$ cat config.mk
export PLATFORM = sky130hd
export DESIGN_NAME = tear_free_counter
export DESIGN_NICKNAME = d
export VERILOG_FILES = /design/src/rtl/tfc_pkg.sv /design/src/rtl/tfc_counter.sv /design/src/rtl/tfc_tracker.sv /design/src/rtl/tfc_regs.sv /design/src/rtl/tear_free_counter.sv
export SDC_FILE = /design/constraint.sdc
export NUM_CORES = 1
export LEC_CHECK = 0
export BUFFER_PORTS_ARGS = -buffer_cell sky130_fd_sc_hd__clkbuf_2
export CORE_UTILIZATION = 49
export CTS_BUF_LIST = sky130_fd_sc_hd__clkbuf_8
export DETAILED_ROUTE_END_ITERATION = 6
export PLACE_DENSITY = 0.75
export SKIP_CTS_REPAIR_TIMING = 1
export SYNTH_ARGS = -nofsm -noshare
export SYNTH_HDL_FRONTEND = slang
export SYNTH_SLANG_ARGS = --single-unit
$ cat constraint.sdc
create_clock -name clk -period 4 [get_ports clk]
set_input_delay 0.4 -clock clk [delete_from_list [all_inputs] [get_ports clk]]
set_output_delay 0.4 -clock clk [all_outputs]
set_load 0.1 [all_outputs]
$ cat src/rtl/tfc_pkg.sv
package tfc_pkg;

  // Which register the current address selects.
  typedef enum logic [1:0] {
    SEL_NONE = 2'd0,
    SEL_CTRL = 2'd1,
    SEL_LOW  = 2'd2,
    SEL_HIGH = 2'd3
  } reg_sel_e;

  // Bit of the control word that shows the enable state.
  localparam int RUN_BIT = 0;

endpackage

$ cat src/rtl/tfc_counter.sv
module tfc_counter #(
  parameter int                     HALF_W      = 32,
  parameter logic [2*HALF_W-1:0]    RESET_COUNT = '0
) (
  input  logic              clk,
  input  logic              rst,
  input  logic              run,
  output logic [HALF_W-1:0] count_lo,
  output logic [HALF_W-1:0] count_hi,
  output logic              carry_hi
);

  localparam int NUM_LANES = 2;

  logic [NUM_LANES-1:0][HALF_W-1:0] lane_q;
  logic [NUM_LANES-1:0]             inc_chain;

  // Each lane steps when counting is on and every lane below it is all ones.
  for (genvar g = 0; g < NUM_LANES; g++) begin : g_lane
    if (g == 0) begin : g_first
      assign inc_chain[g] = run;
    end else begin : g_upper
      assign inc_chain[g] = inc_chain[g-1] & (&lane_q[g-1]);
    end

    always_ff @(posedge clk) begin
      if (rst) begin
        lane_q[g] <= RESET_COUNT[g*HALF_W +: HALF_W];
      end else if (inc_chain[g]) begin
        lane_q[g] <= lane_q[g] + HALF_W'(1);
      end
    end
  end

  assign count_lo = lane_q[0];
  assign count_hi = lane_q[1];
  assign carry_hi = inc_chain[1];

  AST_HOLD_WHEN_OFF: assert property (@(posedge clk) disable iff (rst)
    !run |=> $stable({count_hi, count_lo}));

  AST_CARRY_STEPS_HIGH: assert property (@(posedge clk) disable iff (rst)
    carry_hi |=> (count_hi == $past(count_hi) + HALF_W'(1)) && (count_lo == '0));

  AST_NO_CARRY_HIGH_HOLDS: assert property (@(posedge clk) disable iff (rst)
    !carry_hi |=> $stable(count_hi));

endmodule

$ cat src/rtl/tfc_tracker.sv
module tfc_tracker (
  input  logic clk,
  input  logic rst,
  input  logic rd_low,
  input  logic rd_high,
  input  logic carry_hi,
  input  logic exc_taken,
  output logic atomic
);

  logic win_open_q;
  logic atomic_q;
  logic disturb;

  assign disturb = carry_hi | exc_taken;

  always_ff @(posedge clk) begin
    if (rst) begin
      win_open_q <= 1'b0;
      atomic_q   <= 1'b0;
    end else if (rd_low) begin
      win_open_q <= 1'b1;
      atomic_q   <= ~disturb;
    end else if (rd_high) begin
      win_open_q <= 1'b0;
    end else if (win_open_q && disturb) begin
      atomic_q   <= 1'b0;
    end
  end

  assign atomic = atomic_q;

  AST_LOW_OPENS_WINDOW: assert property (@(posedge clk) disable iff (rst)
    rd_low |=> win_open_q);

  AST_CLEAN_START: assert property (@(posedge clk) disable iff (rst)
    rd_low && !carry_hi && !exc_taken |=> atomic_q);

  AST_CARRY_CLEARS: assert property (@(posedge clk) disable iff (rst)
    ((win_open_q && !rd_high) || rd_low) && carry_hi |=> !atomic_q);

  AST_EXC_CLEARS: assert property (@(posedge clk) disable iff (rst)
    ((win_open_q && !rd_high) || rd_low) && exc_taken |=> !atomic_q);

  AST_HIGH_CLOSES: assert property (@(posedge clk) disable iff (rst)
    rd_high && !rd_low |=> !win_open_q && $stable(atomic_q));

  AST_CLOSED_HOLDS: assert property (@(posedge clk) disable iff (rst)
    !win_open_q && !rd_low |=> $stable(atomic_q));

endmodule

$ cat src/rtl/tfc_regs.sv
module tfc_regs
  import tfc_pkg::*;
#(
  parameter int                ADDR_W    = 12,
  parameter int                DATA_W    = 32,
  parameter logic [ADDR_W-1:0] BASE_ADDR = 12'h103
) (
  input  logic              clk,
  input  logic              rst,
  input  logic              rd_en,
  input  logic              wr_en,
  input  logic [ADDR_W-1:0] addr,
  input  logic [DATA_W-1:0] wdata,
  input  logic [DATA_W-1:0] count_lo,
  input  logic [DATA_W-1:0] count_hi,
  input  logic              atomic,
  output logic              run,
  output logic              rd_low,
  output logic              rd_high,
  output logic [DATA_W-1:0] rd_data
);

  localparam logic [ADDR_W-1:0] CTRL_ADDR = BASE_ADDR;
  localparam logic [ADDR_W-1:0] LOW_ADDR  = BASE_ADDR + ADDR_W'(1);
  localparam logic [ADDR_W-1:0] HIGH_ADDR = BASE_ADDR + ADDR_W'(2);
  localparam int                STAT_BIT  = DATA_W - 1;

  reg_sel_e          sel;
  logic              run_q;
  logic [DATA_W-1:0] rd_mux;
  logic [DATA_W-1:0] rd_q;
  logic              unused_wdata;

  assign unused_wdata = ^wdata[DATA_W-1:1];

  always_comb begin
    if (addr == CTRL_ADDR)      sel = SEL_CTRL;
    else if (addr == LOW_ADDR)  sel = SEL_LOW;
    else if (addr == HIGH_ADDR) sel = SEL_HIGH;
    else                        sel = SEL_NONE;
  end

  always_ff @(posedge clk) begin
    if (rst) begin
      run_q <= 1'b0;
    end else if (wr_en && sel == SEL_CTRL) begin
      run_q <= wdata[RUN_BIT];
    end
  end

  always_comb begin
    rd_mux = '0;
    case (sel)
      SEL_CTRL: begin
        rd_mux[STAT_BIT] = atomic;
        rd_mux[RUN_BIT]  = run_q;
      end
      SEL_LOW:  rd_mux = count_lo;
      SEL_HIGH: rd_mux = count_hi;
      default:  rd_mux = '0;
    endcase
  end

  always_ff @(posedge clk) begin
    if (rst) begin
      rd_q <= '0;
    end else if (rd_en) begin
      rd_q <= rd_mux;
    end
  end

  assign run     = run_q;
  assign rd_low  = rd_en && (sel == SEL_LOW);
  assign rd_high = rd_en && (sel == SEL_HIGH);
  assign rd_data = rd_q;

  AST_CTRL_PAD_ZERO: assert property (@(posedge clk) disable iff (rst)
    rd_en && (addr == CTRL_ADDR) |=> rd_data[STAT_BIT-1:1] == '0);

  AST_CTRL_SHOWS_RUN: assert property (@(posedge clk) disable iff (rst)
    rd_en && (addr == CTRL_ADDR) |=> rd_data[RUN_BIT] == $past(run_q));

  AST_UNMAPPED_ZERO: assert property (@(posedge clk) disable iff (rst)
    rd_en && (addr != CTRL_ADDR) && (addr != LOW_ADDR) && (addr != HIGH_ADDR)
    |=> rd_data == '0);

  AST_READ_STROBES_EXCLUSIVE: assert property (@(posedge clk) disable iff (rst)
    !(rd_low && rd_high));

endmodule

$ cat src/rtl/tear_free_counter.sv
module tear_free_counter #(
  parameter int                  ADDR_W      = 12,
  parameter int                  DATA_W      = 32,
  parameter logic [ADDR_W-1:0]   BASE_ADDR   = 12'h103,
  parameter logic [2*DATA_W-1:0] RESET_COUNT = '0
) (
  input  logic              clk,
  input  logic              rst,
  input  logic              rd_en,
  input  logic              wr_en,
  input  logic [ADDR_W-1:0] addr,
  input  logic [DATA_W-1:0] wdata,
  input  logic              exc_taken,
  output logic [DATA_W-1:0] rd_data
);

  logic              run;
  logic              rd_low;
  logic              rd_high;
  logic              carry_hi;
  logic              atomic;
  logic [DATA_W-1:0] count_lo;
  logic [DATA_W-1:0] count_hi;

  tfc_counter #(
    .HALF_W      (DATA_W),
    .RESET_COUNT (RESET_COUNT)
  ) u_counter (
    .clk      (clk),
    .rst      (rst),
    .run      (run),
    .count_lo (count_lo),
    .count_hi (count_hi),
    .carry_hi (carry_hi)
  );

  tfc_tracker u_tracker (
    .clk       (clk),
    .rst       (rst),
    .rd_low    (rd_low),
    .rd_high   (rd_high),
    .carry_hi  (carry_hi),
    .exc_taken (exc_taken),
    .atomic    (atomic)
  );

  tfc_regs #(
    .ADDR_W    (ADDR_W),
    .DATA_W    (DATA_W),
    .BASE_ADDR (BASE_ADDR)
  ) u_regs (
    .clk      (clk),
    .rst      (rst),
    .rd_en    (rd_en),
    .wr_en    (wr_en),
    .addr     (addr),
    .wdata    (wdata),
    .count_lo (count_lo),
    .count_hi (count_hi),
    .atomic   (atomic),
    .run      (run),
    .rd_low   (rd_low),
    .rd_high  (rd_high),
    .rd_data  (rd_data)
  );

  AST_RESET_STOPS: assert property (@(posedge clk)
    rst |=> !run && !atomic);

endmodule

==> results.tsv <==
metric	value	unit
mostFrequentLayoutCells	117 x nor2_1, 99 x dfxtp_1, 57 x a21oi_1, 48 x clkbuf_2, 35 x mux2i_1	
status	complete, no violations	
criticalPathCategory	flop to flop	
cts.path.max_buffers	2	
hold_start	wdata[0]	
drtAntennaViolNets	0	
hold_path_depth	3	
synth_cell_types	35	
slew_violations	0	
r2r_start	u_counter.count_lo[0]	
synthMuxAreaShare	7.82	%
synth_compound_area_share	9.92	%
synth_fa_ha_area_share	0.541	%
grt_max_degree	58	
grt_pass1_vias	3786	
finalSetupTns	0	ps
yosys.area_share.simple	28.8	%
h-tree-depth	3	
worstSetupStartpointType	flop	
insertion_delay	370	ps
rsz0062_at_grt	no	
gr-total-overflow	0	
slowest_delay	640	ps
critPathBufInv	0	
finalHoldViolations	0	
critPathMaxFanout	13	
die-area	0.00984	mm²
drt_wl_total	10.3	mm
tightest_slew	1190	ps
cp_top_family	simple AND/OR/NAND/NOR gates	
ys_warn_count	0	
cp.required	4290	ps
syn_to_final_growth	10.6	%
initial_core_util	50.3	%
drc	0	
avgSynthCellArea	8.32	µm²
antenna_found_initial	0	
seq_area_frac_synth	42.8	%
avgViaCountPerCell	5.68	
route.vias.total	4000	
die_h	99.2	µm
powerDensity	338	mW/mm²
syn_nets	607	
grt_use_total	22.1	%
dp_hpwl	6.97	mm
num_rows	35	
drt-initial-drc-count	257	
min_period	2700	ps
syn_area	0.00463	mm²
final_common_cell	nor2_1	
wl_per_cell	14.6	µm
syn_inst	556	
path_cells	ha_1, nand4_1, nor4_4, nand3_1, or4b_1, a21oi_1	
relSlewSlack	20.0	%
hold_class	input port to flop	
yosysTopAreaCellShare	42.8	%
synth.top_cells.by_area	dfxtp_1 43%, nor2_1 9.5%, mux2i_1 7.6%	
fin_util	55.6	%
drtPass1Iterations	4	
worstPathArrival	2980	ps
io_pins	81	
period_share	67.4	%
crit_path_end_kind	flop	
p_leak	1.90	nW
synth_top_family_by_area	simple AND/OR/NAND/NOR gates	
tritoncts	built	
drive_gt1_share	12.5	%
synthXorXnorAreaFrac	6.63	%
clk_pin_slew	90	ps
core_area	0.00920	mm²
fin_skew	9.35	ps
ir_drop	0.000143	V
finalSetupViolCount	0	
r2r_end	u_counter.count_hi[4]	
cp_slowest_cell	nor4_4	
setup.worst_path.start	u_counter.count_lo[0]	
cts_buffers	9	
antenna_cells	0	
num-nets-final	639	
die_w	99.2	µm
grt_pass1_wl	17.4	mm
clock_sinks	99	
cap_violations	0	
ys_ff_latch	99	
reg2reg_depth	6	
rrSetupSlack	1300	ps
worst_hold_slack	264	ps
timing.fmax	371	MHz
worst_hold_path.endpoint	u_regs.run	
yosysTopAreaCell	dfxtp_1	
cts-root-buf	clkbuf_8	
gp_congestion	0.837	
portBuffers	49	
state kept, by name, summed over array words and instances (netlist names):
register / cells
u_counter.count_hi: 32
u_counter.count_lo: 32
u_regs.rd_data: 32
u_regs.run: 1
u_tracker.atomic: 1
u_tracker.win_open_q: 1
routing by layer:
| metal | up-vias | global-route usage, % | wire length [µm] | part of all wire [%] |
|---|---|---|---|---|
| li1 | 2020 | - | - | - |
| met1 | 1899 | 28.1 | 4760 | 46 |
| met2 | 69 | 37.3 | 5060 | 49 |
| met3 | 12 | 4.22 | 272 | 2.6 |
| met4 | 0 | 8.60 | 182 | 1.8 |
| met5 | - | 0 | 0 | 0 |
Yosys cell counts (all sizes together):
cell,number
nor2,117
clkbuf,20
nor3b,2
nand2,22
inv,11
and3,12
nand4,32
mux2i,35
nor3,7
or2,1
nor4b,1
o21ai,20
and4,4
ha,2
xor2,19
mux2,1
a221oi,2
nor2b,1
and2,4
xnor2,16
a21oi,57
buf,10
or4b,1
or3,22
o221a,1
nor4,8
and3b,1
o31ai,6
nand3,15
or4,7
dfxtp,99
how the worst max path moves through the flow:
stage | slack, ps | to | cells past startpoint
2_1_floorplan | 1990 | u_counter.count_hi[8] | 7
3_3_place_gp | 1440 | u_counter.count_hi[31] | 6
3_5_place_dp | 1380 | u_counter.count_hi[4] | 6
4_1_cts | 1340 | u_counter.count_hi[30] | 6
5_1_grt | 1140 | u_counter.count_hi[4] | 6
6_report | 1300 | u_counter.count_hi[4] | 6
power breakdown:
part | switching (mW) | total, mW | internal (mW)
registers | 0.00000573 | 0.985 | 0.985
clock network | 0.348 | 0.694 | 0.346
logic | 0.0333 | 0.0490 | 0.0157
stage by stage:
step / instances / setup slack, ps / total power, mW / cell area [µm²]
floorplan: 556 / 1990 / 1.04 / 4630
CTS: 704 / 1340 / 1.73 / 5120
global placement: 688 / 1440 / 1.06 / 4910
detailed placement: 688 / 1380 / 1.06 / 4910
global route: 704 / 1140 / 1.78 / 5120
finish: 704 / 1300 / 1.73 / 5120
worst register-to-register path, stage by stage, from the launching register on:
cell and delay, ps:
dfxtp_1 420, ha_1 230, nand4_1 270, nor4_4 640, nand3_1 360, or4b_1 540, a21oi_1 170
cell type report:
type	count	area, µm²
Sequential cell	99	1980
Fill cell	838	4080
Inverter	11	41.3
Tap cell	111	139
Timing Repair Buffer	51	260
Clock buffer	9	124
Clock inverter	7	85.1
Multi-Input combinational cell	416	2480
logic make-up after synthesis:
kind of cell,count (synthesis)
xor+xnor,35
simple gates,257
mux,36
compound gates,86
buf+inv,41
flops,99
fa+ha+maj,2
Power figures use the tool's default switching activity.
